<file path="src/rtl/pgsel_pkg.sv">
package pgsel_pkg;

   typedef enum logic [2:0] {
      ACC_DIRECT   = 3'd0,
      ACC_STACK    = 3'd1,
      ACC_INDEX    = 3'd2,
      ACC_MVI_PTR  = 3'd3,
      ACC_MVI_DATA = 3'd4
   } acc_t;

   localparam int unsigned NUM_PTR = 3;
   localparam int unsigned PTR_STK = 0;
   localparam int unsigned PTR_IDX = 1;
   localparam int unsigned PTR_MRD = 2;

   localparam logic [1:0] MODE_TO_STACK = 2'b11;
   localparam logic [1:0] MODE_TO_INDEX = 2'b10;

endpackage

</file>
<file path="src/rtl/pgsel_decode.sv">
module pgsel_decode #(
   parameter int unsigned ADDR_W        = 8,
   parameter logic        BANK_SEL      = 1'b0,
   parameter int unsigned STACK_PG_ADDR = 'hD1,
   parameter int unsigned INDEX_PG_ADDR = 'hD3,
   parameter int unsigned MRD_PG_ADDR   = 'hD4
) (
   input  logic                            bank,
   input  logic [ADDR_W-1:0]               addr,
   input  logic                            we,
   output logic [pgsel_pkg::NUM_PTR-1:0]   hit,
   output logic [pgsel_pkg::NUM_PTR-1:0]   wr
);
   import pgsel_pkg::*;

   localparam int unsigned N = NUM_PTR;
   localparam logic [ADDR_W-1:0] ADDR_TAB [N] = '{
      ADDR_W'(STACK_PG_ADDR), ADDR_W'(INDEX_PG_ADDR), ADDR_W'(MRD_PG_ADDR)
   };

   logic bank_ok;
   assign bank_ok = (bank == BANK_SEL);

   for (genvar i = 0; i < N; i++) begin : g_cmp
      assign hit[i] = bank_ok && (addr == ADDR_TAB[i]);
      assign wr[i]  = hit[i] && we;
   end

endmodule

</file>
<file path="src/rtl/pgsel_ptr_reg.sv">
module pgsel_ptr_reg #(
   parameter int unsigned DATA_W = 8,
   parameter int unsigned PAGE_W = 1
) (
   input  logic              clk,
   input  logic              rst_n,
   input  logic              wr_en,
   input  logic [DATA_W-1:0] wdata,
   output logic [PAGE_W-1:0] page
);

   always_ff @(posedge clk or negedge rst_n) begin
      if (!rst_n) begin
         page <= '0;
      end else if (wr_en) begin
         page <= wdata[PAGE_W-1:0];
      end
   end

endmodule

</file>
<file path="src/rtl/pgsel_route.sv">
module pgsel_route #(
   parameter int unsigned PAGE_W = 1
) (
   input  logic [2:0]        acc,
   input  logic [1:0]        mode,
   input  logic [PAGE_W-1:0] cur_pg,
   input  logic [PAGE_W-1:0] stk_pg,
   input  logic [PAGE_W-1:0] idx_pg,
   input  logic [PAGE_W-1:0] mrd_pg,
   output logic [PAGE_W-1:0] page
);
   import pgsel_pkg::*;

   logic [PAGE_W-1:0] index_sel;

   always_comb begin
      unique case (mode)
         MODE_TO_STACK: index_sel = stk_pg;
         MODE_TO_INDEX: index_sel = idx_pg;
         default:       index_sel = '0;
      endcase
   end

   always_comb begin
      case (acc)
         ACC_STACK:    page = stk_pg;
         ACC_INDEX:    page = index_sel;
         ACC_MVI_PTR:  page = cur_pg;
         ACC_MVI_DATA: page = mrd_pg;
         default:      page = cur_pg;
      endcase
   end

endmodule

</file>
<file path="src/rtl/sram_page_sel.sv">
module sram_page_sel #(
   parameter int unsigned ADDR_W        = 8,
   parameter int unsigned DATA_W        = 8,
   parameter int unsigned PAGE_W        = 1,
   parameter logic        BANK_SEL      = 1'b0,
   parameter int unsigned STACK_PG_ADDR = 'hD1,
   parameter int unsigned INDEX_PG_ADDR = 'hD3,
   parameter int unsigned MRD_PG_ADDR   = 'hD4
) (
   input  logic              clk,
   input  logic              rst_n,
   input  logic              reg_bank,
   input  logic [ADDR_W-1:0] reg_addr,
   input  logic              reg_we,
   input  logic [DATA_W-1:0] reg_wdata,
   output logic [DATA_W-1:0] reg_rdata,
   input  logic [2:0]        acc_type,
   input  logic [1:0]        pg_mode,
   input  logic [PAGE_W-1:0] cur_page,
   output logic [PAGE_W-1:0] eff_page
);
   import pgsel_pkg::*;

   localparam int unsigned N      = NUM_PTR;
   localparam int unsigned FILL_W = DATA_W - PAGE_W;

   if (PAGE_W < 1 || PAGE_W >= DATA_W) begin : g_bad_page_w
      $error("sram_page_sel: PAGE_W must be in 1..DATA_W-1");
   end
   if (ADDR_W < 1 || ADDR_W > 32) begin : g_bad_addr_w
      $error("sram_page_sel: ADDR_W must be in 1..32");
   end
   if (STACK_PG_ADDR == INDEX_PG_ADDR || STACK_PG_ADDR == MRD_PG_ADDR ||
       INDEX_PG_ADDR == MRD_PG_ADDR) begin : g_bad_map
      $error("sram_page_sel: register addresses must differ");
   end

   logic [N-1:0]      hit;
   logic [N-1:0]      wr;
   logic [PAGE_W-1:0] pg [N];
   logic [PAGE_W-1:0] stk_pg;
   logic [PAGE_W-1:0] idx_pg;
   logic [PAGE_W-1:0] mrd_pg;

   pgsel_decode #(
      .ADDR_W        (ADDR_W),
      .BANK_SEL      (BANK_SEL),
      .STACK_PG_ADDR (STACK_PG_ADDR),
      .INDEX_PG_ADDR (INDEX_PG_ADDR),
      .MRD_PG_ADDR   (MRD_PG_ADDR)
   ) u_decode (
      .bank (reg_bank),
      .addr (reg_addr),
      .we   (reg_we),
      .hit  (hit),
      .wr   (wr)
   );

   for (genvar i = 0; i < N; i++) begin : g_ptr
      pgsel_ptr_reg #(
         .DATA_W (DATA_W),
         .PAGE_W (PAGE_W)
      ) u_reg (
         .clk   (clk),
         .rst_n (rst_n),
         .wr_en (wr[i]),
         .wdata (reg_wdata),
         .page  (pg[i])
      );
   end

   assign stk_pg = pg[PTR_STK];
   assign idx_pg = pg[PTR_IDX];
   assign mrd_pg = pg[PTR_MRD];

   always_comb begin
      logic [PAGE_W-1:0] acc_rd;
      acc_rd = '0;
      for (int i = 0; i < N; i++) begin
         if (hit[i]) acc_rd = acc_rd | pg[i];
      end
      reg_rdata = {{FILL_W{1'b0}}, acc_rd};
   end

   pgsel_route #(
      .PAGE_W (PAGE_W)
   ) u_route (
      .acc    (acc_type),
      .mode   (pg_mode),
      .cur_pg (cur_page),
      .stk_pg (stk_pg),
      .idx_pg (idx_pg),
      .mrd_pg (mrd_pg),
      .page   (eff_page)
   );

endmodule

</file>
<file path="config.mk">
export PLATFORM = sky130hd
export DESIGN_NAME = sram_page_sel
export DESIGN_NICKNAME = d
export VERILOG_FILES = /design/src/rtl/pgsel_pkg.sv /design/src/rtl/pgsel_decode.sv /design/src/rtl/pgsel_ptr_reg.sv /design/src/rtl/pgsel_route.sv /design/src/rtl/sram_page_sel.sv
export SDC_FILE = /design/constraint.sdc
export NUM_CORES = 1
export LEC_CHECK = 0
export BUFFER_PORTS_ARGS = -buffer_cell sky130_fd_sc_hd__buf_2
export CAP_MARGIN = 0
export CORE_AREA = 2 2 39 41
export CTS_CLUSTER_DIAMETER = 50
export DETAILED_ROUTE_END_ITERATION = 8
export DIE_AREA = 0 0 41 43
export HOLD_SLACK_MARGIN = 0.05
export MAX_ROUTING_LAYER = met4
export PLACE_DENSITY = 0.58
export SETUP_SLACK_MARGIN = 0.05
export SYNTH_ARGS = -nofsm -noshare
export SYNTH_HDL_FRONTEND = slang
export SYNTH_SLANG_ARGS = --single-unit
</file>
<file path="constraint.sdc">
create_clock -name clk -period 1.5 [get_ports clk]
set_clock_uncertainty 0.2 [all_clocks]
set_input_delay 0.15 -clock clk [delete_from_list [all_inputs] [get_ports clk]]
set_output_delay 0.15 -clock clk [all_outputs]
set_load 0.02 [all_outputs]
</file>
Yosys cells after proc, flatten, opt, wreduce, memory -nomap -nowiden
Cells that the tools add are included.

operators by class
  mux-type cells = 5
  equality and inequality tests = 8
  reduce and logical (&&, ||, !) cells = 6
  bitwise gates (word level) = 3

operator list
  cell                                                 count
  equality test 8 bit, second input constant           3
  logical AND 1 bit                                    6
  equality test 2 bit, second input constant           2
  equality test 3 x 1 -> 1 bit, second input constant  1
  equality test 3 x 2 -> 1 bit, second input constant  1
  equality test 3 bit, second input constant           1
  2-to-1 mux 1 bit                                     3
  one-hot mux 1 bit (3 select lines)                   1
  OR 1 bit                                             2
  one-hot mux 1 bit (2 select lines)                   1
  inverter 1 bit                                       1

storage, ports and cells
  word-level logic and storage cells = 25
  input bits = 26
  output and inout bits = 9
  flip-flop bits (word level) = 3

Depth between registers and ports, before layout
Gate-level depths: netlist of run 1.

  depth in word-level cells = 7
  mapped depth = 3
  gate-level depth less buffers = 3

By module
From an unflattened synthesis of run 1, not the netlist that was laid out.

second synthesis, totals
  cell total of the unflattened synthesis = 39
  area total of the unflattened synthesis = 371.6 um2

modules (own cells, without submodules)
  module         times used  cells an instance  area an instance (um2)  sequential area each (um2)
  pgsel_ptr_reg  3           2                  40.0                    25.0
  pgsel_decode   1           13                 111.4                   0.0
  pgsel_route    1           10                 70.1                    0.0
  sram_page_sel  1           10                 70.1                    0.0

Worst setup path after synthesis of run 1
No wires, ideal clock.

  path type = flip-flop to output port
  start point = reg g_ptr[0].u_reg.page
  end point = out reg_rdata[0]
  data arrival time = 1.725 ns
  data required time = 1.150 ns
  buffers on the path = 0
  cell stages (with the launch flop) = 4
  slack = -0.575 ns
  cells stage by stage = dfrtp_1 -> nand3b_1 -> a21o_2 -> a2111oi_0

on the way
  longest elaborated chain between the ends = 5

RTL lines
  element                 RTL line             source
  start, declared         pgsel_ptr_reg.sv:9   output logic [PAGE_W-1:0] page
  start signal, assigned  pgsel_ptr_reg.sv:16  page <= wdata[PAGE_W-1:0];
  2-to-1 mux 1 bit (*)    sram_page_sel.sv:80  if (hit[i]) acc_rd = acc_rd | pg[i];
  OR 1 bit                sram_page_sel.sv:80
  2-to-1 mux 1 bit (*)    sram_page_sel.sv:80
  OR 1 bit                sram_page_sel.sv:80
  2-to-1 mux 1 bit (*)    sram_page_sel.sv:80
  end, declared           sram_page_sel.sv:16  output logic [DATA_W-1:0] reg_rdata,

Mark *: on every way between the ends. The rest lies on a longest branch, timed or not.

Worst setup path in the final report of run 1
  start point = reg g_ptr[0].u_reg.page
  end point = out eff_page

on the way
  longest elaborated chain between the ends = 2

RTL lines
  element                                 RTL line             source
  one-hot mux 1 bit (2 select lines)      pgsel_route.sv:17    unique case (mode)
  one-hot mux 1 bit (3 select lines) (*)  pgsel_route.sv:25    case (acc)
  end, declared                           sram_page_sel.sv:20  output logic [PAGE_W-1:0] eff_page

Marks and branches as above.

==> results.yml, run 1 <==
setup_path:
  critPathMaxFanout: 4
  crit_cells: 4
  critPathMaxStageDelay_ns: 0.40
  crit_arrival_ns: 1.44
  critPathTopFamily: "flip-flops"
  crit_start: "g_ptr[0].u_reg.page"
  crit_chain: "mux2_4, a2111oi_4, a211oi_2, buf_2"
  required_ns: 1.15
  cp-end-kind: "output port"
  path_buf_inv: 1
  ff2ff_path_depth: 2
  start_kind: "flop"
  worst_r2r_startpoint: "g_ptr[2].u_reg.page"
  cpMaxStageDelayCell: "dfrtp_1"
  critical_path_class: "flop to output port"
floorplan:
  die_area_um2: 1760
  die_y_um: 43
  num_io_pins: 35
  die_x_um: 41
  core_um2: 1380
  rows: 14
  initial_core_util_pct: 24.4
yosys:
  synth_seq_area_share_pct: 22.2
  avgSynthCellArea_um2: 8.89
  ys.warnings.count: 0
  synth-seq-cells: 3
  synth_cells: 38
  synth_cell_type_count: 22
  syn-cell-area_um2: 338
timing:
  max_freq_ghz: 0.558
  rsz0062_at_grt: "true"
  finalCritPeriodShare_pct: 119
  setup_ws_ns: -0.291
  holdWs_ns: 0.153
  drv_slew: 0
  hold_viol_final: 0
  setup_viol: 2
  post-route-min-period_ns: 1.79
  setup_tns_ns: -0.501
detailed_routing:
  viasPerCell: 4.52
  dr.pass1.iters: 2
  wl_per_cell_um: 9.59
  drc: 0
  routed_wl_um: 815
  ant_nets: 0
  num_vias: 384
  drt-initial-drc-count: 4
finish:
  final_common_cell: "buf_2"
  final_util_pct: 41.2
  diodes: 0
  layout_common_cells: "buf_2 (19), conb_1 (7), buf_4 (6)"
  layout.nets: 96
  largest_reg_flops: 3
  final_cells: 85
  drive_above_1_share_pct: 49.3
  syn_to_final_growth_pct: 68.9
  largest-register: "g_ptr.u_reg.page"
  fillers: 144
  largestRegisters: "g_ptr.u_reg.page: 3 flops"
clock_tree:
  clk_path_buf_depth: 2
  insertion_delay_ns: 0.23
  htree_levels: 1
  cts-buffers-inserted: 3
  cts.reportedPaths.clkPinSlew_ns: 0.03
  cts_root_buf: "clkbuf_4"
  cts_tree: "yes"
  cts.sinks: 3
grt:
  antenna_found_initial: 0
  grt_max_degree: 7
  grt_pass1_vias: 353
  grt_pass1_wl_mm: 1.25
  grtUsageTotal_pct: 11.1
  grt.overflow.total: 0
place:
  dp.cells: 77
  pre_cts_ws_ns: -0.0912
  place.port_buffers: 20
  dp_hpwl_um: 667
  gp_congestion: 0.756
hold_path:
  hp-class: "input port to flop"
  worstHoldStart: "reg_addr[3]"
  min_path_cells: 3
power_and_ir_drop:
  p_leak_uw: 0.000262
  p_per_area_nw_per_um2: 570
  peakVddDrop_v: 0.000386
job:
  maxCapViolCount: 0
outcome:
  outcome: "finished with violations"
  violations: "setup timing"
-- cell usage after synthesis --
| library cell | instances | area (µm²) |
|---|---|---|
| nand2b_1 | 2 | 12.5 |
| or3b_1 | 1 | 8.76 |
| nor2_1 | 2 | 7.51 |
| inv_1 | 1 | 3.75 |
| nand4bb_1 | 1 | 11.3 |
| or3_1 | 1 | 6.26 |
| a2111oi_0 | 2 | 17.5 |
| o21ai_0 | 1 | 5.00 |
| buf_4 | 7 | 52.6 |
| nor4_1 | 2 | 12.5 |
| nand2_1 | 1 | 3.75 |
| nand4b_1 | 2 | 17.5 |
| nor4b_1 | 1 | 8.76 |
| conb_1 | 1 | 3.75 |
| dfrtp_1 | 3 | 75.1 |
| a31oi_1 | 1 | 6.26 |
| a211oi_1 | 1 | 7.51 |
| a21o_2 | 1 | 8.76 |
| a22o_1 | 1 | 8.76 |
| nand3b_1 | 2 | 15.0 |
| mux2_1 | 2 | 22.5 |
| mux2_2 | 2 | 22.5 |
-- stage by stage --
step	area, µm²	total power (µW)
final	571	325
after detailed placement	504	181
after global placement	504	180
after floorplan	407	146
after global routing	571	352
after CTS	571	335
-- final cells by class --
cell class	instances	area, µm²	area share, %
clock buffers	4	26.3	4.61
inverters	1	3.75	0.658
repair buffers	28	170	29.8
flip-flops and latches	3	75.1	13.2
multi-input cells	33	275	48.2
well taps	16	20.0	3.51
-- path summary, 6_finish.rpt --
kind                                             to  slack [ns]
worst max-delay path                       eff_page       -0.29
worst min-delay path            g_ptr[0].u_reg.page        0.15
worst max register to register  g_ptr[2].u_reg.page        0.39
worst min register to register  g_ptr[1].u_reg.page        0.35
max in group asynchronous       g_ptr[2].u_reg.page        0.36
min in group asynchronous       g_ptr[1].u_reg.page        0.60
-- timing repair --
action / 4_1_cts / 5_1_grt
setup buffers: 1 / 0
pin swaps: 2 / 0
hold buffers: 3 / 0
endpoints found under the hold margin: 6 / 0
resized for setup: 1 / 0
setup endpoints to repair: 2 / 2
-- logic make-up (layout without fill, tap and decap cells) --
kind of cell / after synthesis / count (layout) / share of synthesized area (%)
flip-flops: 3 / 3 / 22.2
other: 1 / 7 / 1.11
buffers and inverters: 8 / 33 / 16.7
multiplexers: 4 / 4 / 13.3
AND/OR/NAND/NOR: 15 / 15 / 30.7
AO/OA/AOI/OAI: 7 / 7 / 15.9
-- metal layers --
metal	vias to the layer above	global-route usage [%]	wire length, µm
li1	198	-	-
met1	174	11.3	321
met2	12	16.3	453
met3	0	3.14	41
met4	0	10.0	0
met5	-	-	0
-- where the power goes --
| part | internal, µW | leakage [µW] | switching (µW) |
|---|---|---|---|
| sequential | 83.6 | 0.0000416 | 1.80 |
| clock | 99.5 | 0.0000150 | 38.5 |
| combinational | 47.7 | 0.000206 | 54.2 |
| total | 231 | 0.000262 | 94.5 |
-- tightest hold or removal path, stage by stage --
cell and delay, ns:
buf_2 0.14, nor4_1 0.07, mux2_1 0.19
Note: power is estimated with default switching activity, not from simulation.
==> run 2, diff against run 1 <==
==> constraint.sdc (replaced) <==
create_clock -name clk -period 1.7 [get_ports clk]
set_clock_uncertainty 0.2 [all_clocks]
set_input_delay 0.17 -clock clk [delete_from_list [all_inputs] [get_ports clk]]
set_output_delay 0.17 -clock clk [all_outputs]
set_load 0.02 [all_outputs]
==> run 2 against run 1 <==
The run still ends with setup timing left. Non-clock buffer count is 5 lower. Setup slack better by 0.21 ns. First-iteration DRC count is 100% lower. Sequential cell count stayed put. Global-route usage is 1.0 points lower. Hold slack worse by 0.095 ns. Critical path depth stayed put. Clock power is 11% lower. Final cell count is 5.9% lower. Register-to-register slack better by 0.23 ns. Largest cell class unchanged. Largest power group unchanged. Highest routed layer unchanged.
==> results.yml, run 2 (synthesis gave the netlist of run 1 again) <==
finish:
  diodes: 0
  drive_above_1_share_pct: 45.3
  largestRegisters: "g_ptr.u_reg.page: 3 flops"
  largest_reg_flops: 3
  layout.nets: 91
  fillers: 153
  final_cells: 80
  final_common_cell: "buf_2"
  syn_to_final_growth_pct: 55.6
  layout_common_cells: "buf_2 (19), conb_1 (7), clkbuf_4 (3), dfrtp_1 (3)"
  final_util_pct: 38.0
  largest-register: "g_ptr.u_reg.page"
clock_tree:
  cts_tree: "yes"
  htree_levels: 1
  cts-buffers-inserted: 3
  clk_path_buf_depth: 2
  insertion_delay_ns: 0.23
  cts_root_buf: "clkbuf_4"
  cts.reportedPaths.clkPinSlew_ns: 0.04
  cts.sinks: 3
timing:
  rsz0062_at_grt: "true"
  setup_ws_ns: -0.0779
  setup_viol: 2
  post-route-min-period_ns: 1.78
  drv_slew: 0
  max_freq_ghz: 0.562
  finalCritPeriodShare_pct: 105
  hold_viol_final: 0
setup_path:
  start_kind: "flop"
  crit_arrival_ns: 1.41
  crit_chain: "mux2_4, a2111oi_4, a211oi_1, buf_2"
  cpMaxStageDelayCell: "dfrtp_1"
  cp-end-kind: "output port"
  required_ns: 1.33
  critical_path_class: "flop to output port"
  critPathMaxFanout: 4
  critPathMaxStageDelay_ns: 0.40
  ff2ff_path_depth: 2
place:
  gp_congestion: 0.716
  place.port_buffers: 20
  dp.cells: 74
  pre_cts_ws_ns: 0.0379
  dp_hpwl_um: 627
detailed_routing:
  drc: 0
  ant_nets: 0
  num_vias: 374
  wl_per_cell_um: 9.43
  viasPerCell: 4.68
  dr.pass1.iters: 1
  routed_wl_um: 754
  drt-initial-drc-count: 0
job:
  maxCapViolCount: 0
floorplan:
  initial_core_util_pct: 24.4
  num_io_pins: 35
  die_area_um2: 1760
  die_y_um: 43
  rows: 14
  core_um2: 1380
  die_x_um: 41
power_and_ir_drop:
  p_leak_uw: 0.000238
  peakVddDrop_v: 0.000393
  p_per_area_nw_per_um2: 530
  p_total_uw: 278
grt:
  grt_pass1_vias: 299
  grt.overflow.total: 0
  grt_pass1_wl_mm: 1.19
  antenna_found_initial: 0
  grtUsageTotal_pct: 10.1
  grt_max_degree: 7
outcome:
  outcome: "finished with violations"
  violations: "setup timing"
hold_path:
  hp-class: "input port to asynchronous set/reset pin"
-- run 2: cell count changes in the layout (fill, tap and decap cells not counted) --
cell	before	now
a211oi_1	0	1
a211oi_2	1	0
buf_4	6	2
dlygate4sd3_1	3	2
-- run 2: layout make-up --
| type | count | area (µm²) | area share [%] |
|---|---|---|---|
| tap | 16 | 20.0 | 3.81 |
| inverter | 1 | 3.75 | 0.714 |
| timing repair buffer | 23 | 130 | 24.8 |
| clock buffer | 4 | 26.3 | 5.00 |
| multi-input combinational | 33 | 270 | 51.4 |
| sequential | 3 | 75.1 | 14.3 |
-- run 2: report_power, final --
group	total [µW]	switching [µW]	internal (µW)	leakage (µW)
clock	123	35.1	87.9	0.0000150
combinational	80.1	45.3	34.7	0.000181
sequential	75.3	1.56	73.7	0.0000416
total	278	82.0	196	0.000238
-- run 2: worst max-delay path: cells and delay by family, from the launching register on --
| family | cells | cell delay (ns) |
|---|---|---|
| mux | 1 | 0.28 |
| compound gates | 2 | 0.34 |
| buf+inv | 1 | 0.16 |
| flops | 1 | 0.40 |
-- run 2: per-stage QoR --
stage / hold WS (ns) / setup TNS [ns] / area, µm²
2_1_floorplan: -0.326 / 0 / 367
3_3_place_gp: -0.233 / 0 / 442
3_5_place_dp: -0.233 / 0 / 442
4_1_cts: 0.0550 / -0.182 / 526
5_1_grt: 0.0517 / -0.301 / 526
6_report: 0.0581 / -0.136 / 526
-- run 2: metal layers --
layer  GRT usage [%]  vias up  part of all wire (%)
met5               -        -                     0
met2            13.4       15                    48
met4            4.00        0                     0
met1            13.0      175                    44
met3            4.71        0                   7.8
li1                -      184                     -
-- run 2: final timing paths --
| kind | endpoint | slack (ns) | from |
|---|---|---|---|
| worst min-delay path | g_ptr[0].u_reg.page | 0.06 | rst_n |
| worst max-delay path | eff_page | -0.08 | g_ptr[0].u_reg.page |
| worst max register to register | g_ptr[1].u_reg.page | 0.62 | g_ptr[1].u_reg.page |
| min in group clk | g_ptr[0].u_reg.page | 0.17 | reg_addr[3] |
| max in group asynchronous | g_ptr[2].u_reg.page | 1.13 | rst_n |
| worst min register to register | g_ptr[2].u_reg.page | 0.35 | g_ptr[2].u_reg.page |
-- run 2: repair_timing --
item                                   CTS  global route
pin swaps                                1             0
hold buffers                             2             0
setup buffers                            0             0
resized for setup                        6             0
endpoints found under the hold margin    6             0
setup endpoints to repair                2             2
==> run 3, diff against run 2 <==
==> constraint.sdc (replaced) <==
create_clock -name clk -period 1.77 [get_ports clk]
set_clock_uncertainty 0.2 [all_clocks]
set_input_delay 0.177 -clock clk [delete_from_list [all_inputs] [get_ports clk]]
set_output_delay 0.177 -clock clk [all_outputs]
set_load 0.02 [all_outputs]
==> run 3 against run 2 <==
The flow still finishes with violations (setup timing). Largest power group unchanged. Count of clock-buffer cells in the layout is the same. Sequential share of layout area decreased by 0.33 points. Hold slack improved by 0.015 ns. Via count fell by 2.4%. Die area did not move. Utilization rose by 0.90 points. Cell area up 2.4%. Final cell count rose by 1.3%. First-iteration DRC count up 1. Total power is 3.0% lower. Non-clock buffer count increased by 1.
==> results.yml, run 3 (synthesis gave the netlist of run 1 again) <==
outcome:
  outcome: "finished with violations"
  violations: "setup timing"
power_and_ir_drop:
  p_per_area_nw_per_um2: 502
  switching_share_pct: 29.6
  comb_power_share_pct: 29.5
  peakVddDrop_v: 0.000222
  p_clk_share_pct: 43.7
  p_sw_uw: 79.9
  internal_power_uw: 190
  sequentialPowerShare_pct: 26.9
  p_leak_uw: 0.000245
timing:
  drv_slew: 0
  setup_ws_ns: -0.0430
  finalCritPeriodShare_pct: 102
  holdWs_ns: 0.0732
  hold_viol_final: 0
  rsz0062_at_grt: "true"
  setup_viol: 1
  post-route-min-period_ns: 1.81
  max_freq_ghz: 0.552
setup_path:
  ff2ff_path_depth: 2
  reg2reg_to: "g_ptr[0].u_reg.page"
  crit_arrival_ns: 1.44
  r2r_slack_ns: 0.63
  cp-end-kind: "output port"
  critical_path_class: "flop to output port"
  worst_r2r_startpoint: "g_ptr[0].u_reg.page"
  start_kind: "flop"
  required_ns: 1.39
  critPathMaxFanout: 3
clock_tree:
  cts_root_buf: "clkbuf_4"
  insertion_delay_ns: 0.23
  htree_levels: 1
  cts-buffers-inserted: 3
  cts_tree: "yes"
  cts.reportedPaths.clkPinSlew_ns: 0.04
  clk_path_buf_depth: 2
  cts.sinks: 3
grt:
  grt_pass1_wl_mm: 1.15
  grt_pass1_vias: 309
  grt_max_degree: 7
  antenna_found_initial: 0
  grt.overflow.total: 0
  grtUsageTotal_pct: 10.4
place:
  placed_area_um2: 434
  pre_cts_ws_ns: 0.0803
  dp.cells: 73
  dp_hpwl_um: 624
  place.port_buffers: 20
  gp_congestion: 0.714
finish:
  multi_input_area_um2: 275
  final_util_pct: 38.9
  regArea_um2: 75.1
  fillers: 153
  largestRegisters: "g_ptr.u_reg.page: 3 flops"
  layout_common_cells: "buf_2 (19), conb_1 (7), clkbuf_4 (3), dfrtp_1 (3), buf_4 (3)"
  drive_above_1_share_pct: 47.7
  final_common_cell: "buf_2"
  final_cells: 81
  diodes: 0
  layout.nets: 92
  syn_to_final_growth_pct: 59.3
  largest_reg_flops: 3
  design_area_um2: 538
  largest-register: "g_ptr.u_reg.page"
detailed_routing:
  num_vias: 365
  drt-initial-drc-count: 1
  dr.pass1.iters: 2
  drc: 0
  wl_per_cell_um: 9.93
  viasPerCell: 4.51
  ant_nets: 0
  routed_wl_um: 804
job:
  maxCapViolCount: 0
hold_path:
  hp-class: "input port to asynchronous set/reset pin"
floorplan:
  rows: 14
  die_area_um2: 1760
  die_x_um: 41
  initial_core_util_pct: 24.4
  die_y_um: 43
  core_um2: 1380
  num_io_pins: 35
[run 3: cell count changes in the layout (fill, tap and decap cells not counted)]
| cell | change |
|---|---|
| a211oi_1 | -1 |
| buf_4 | +1 |
| a211oi_2 | +1 |
[run 3: repair_timing]
| item | in CTS | in global routing |
|---|---|---|
| gates resized for setup | 6 | 1 |
| hold buffers | 2 | 0 |
| pin swaps | 3 | 1 |
| hold endpoints to repair | 6 | 0 |
| buffers inserted | 2 | 0 |
| setup endpoints to repair | 2 | 2 |
[run 3: power by group through the flow]
stage                     Sequential (µW)  Clock [µW]  Combinational, µW
after detailed placement             73.5           0               66.0
after global routing                 72.7         134               86.6
after floorplan                      72.7           0               45.6
final                                72.6         118               79.6
after global placement               73.3           0               65.3
after CTS                            72.5         126               77.8
[run 3: worst max-delay path, cell delays in order, from the launching register on]
cell and delay (ns):
dfrtp_1 0.40, mux2_4 0.29, a2111oi_4 0.30, a211oi_2 0.06
buf_2 0.16
[run 3: how the worst max path moves through the flow]
stage | startpoint | to | slack, ns | depth (start not counted)
floorplan | g_ptr[0].u_reg.page | reg_rdata[0] | 0.20 | 3
global placement | g_ptr[0].u_reg.page | eff_page | 0.10 | 4
CTS | g_ptr[1].u_reg.page | eff_page | -0.05 | 4
finish | g_ptr[1].u_reg.page | eff_page | -0.04 | 4
global route | g_ptr[1].u_reg.page | eff_page | -0.09 | 4
detailed placement | g_ptr[0].u_reg.page | eff_page | 0.08 | 4
[run 3: area by class of cell]
type                       instances  share of cell area [%]
tap                               16                    3.72
sequential                         3                    14.0
timing repair buffer              24                    25.6
clock buffer                       4                    4.88
inverter                           1                   0.698
multi-input combinational         33                    51.2
[run 3: metal layers]
layer / wire length (µm) / share of wire [%] / track usage (%) / vias to the layer above
met5: 0 / 0 / - / -
met3: 60 / 7.5 / 3.14 / 0
li1: - / - / - / 185
met2: 419 / 52 / 14.7 / 15
met4: 0 / 0 / 10.0 / 0
met1: 324 / 40 / 10.7 / 165
[run 3: stage by stage]
step / total power, µW / TNS [ns]
2_1_floorplan: 118 / 0
4_1_cts: 277 / -0.0519
3_5_place_dp: 139 / 0
6_report: 270 / -0.0430
3_3_place_gp: 139 / 0
5_1_grt: 293 / -0.134
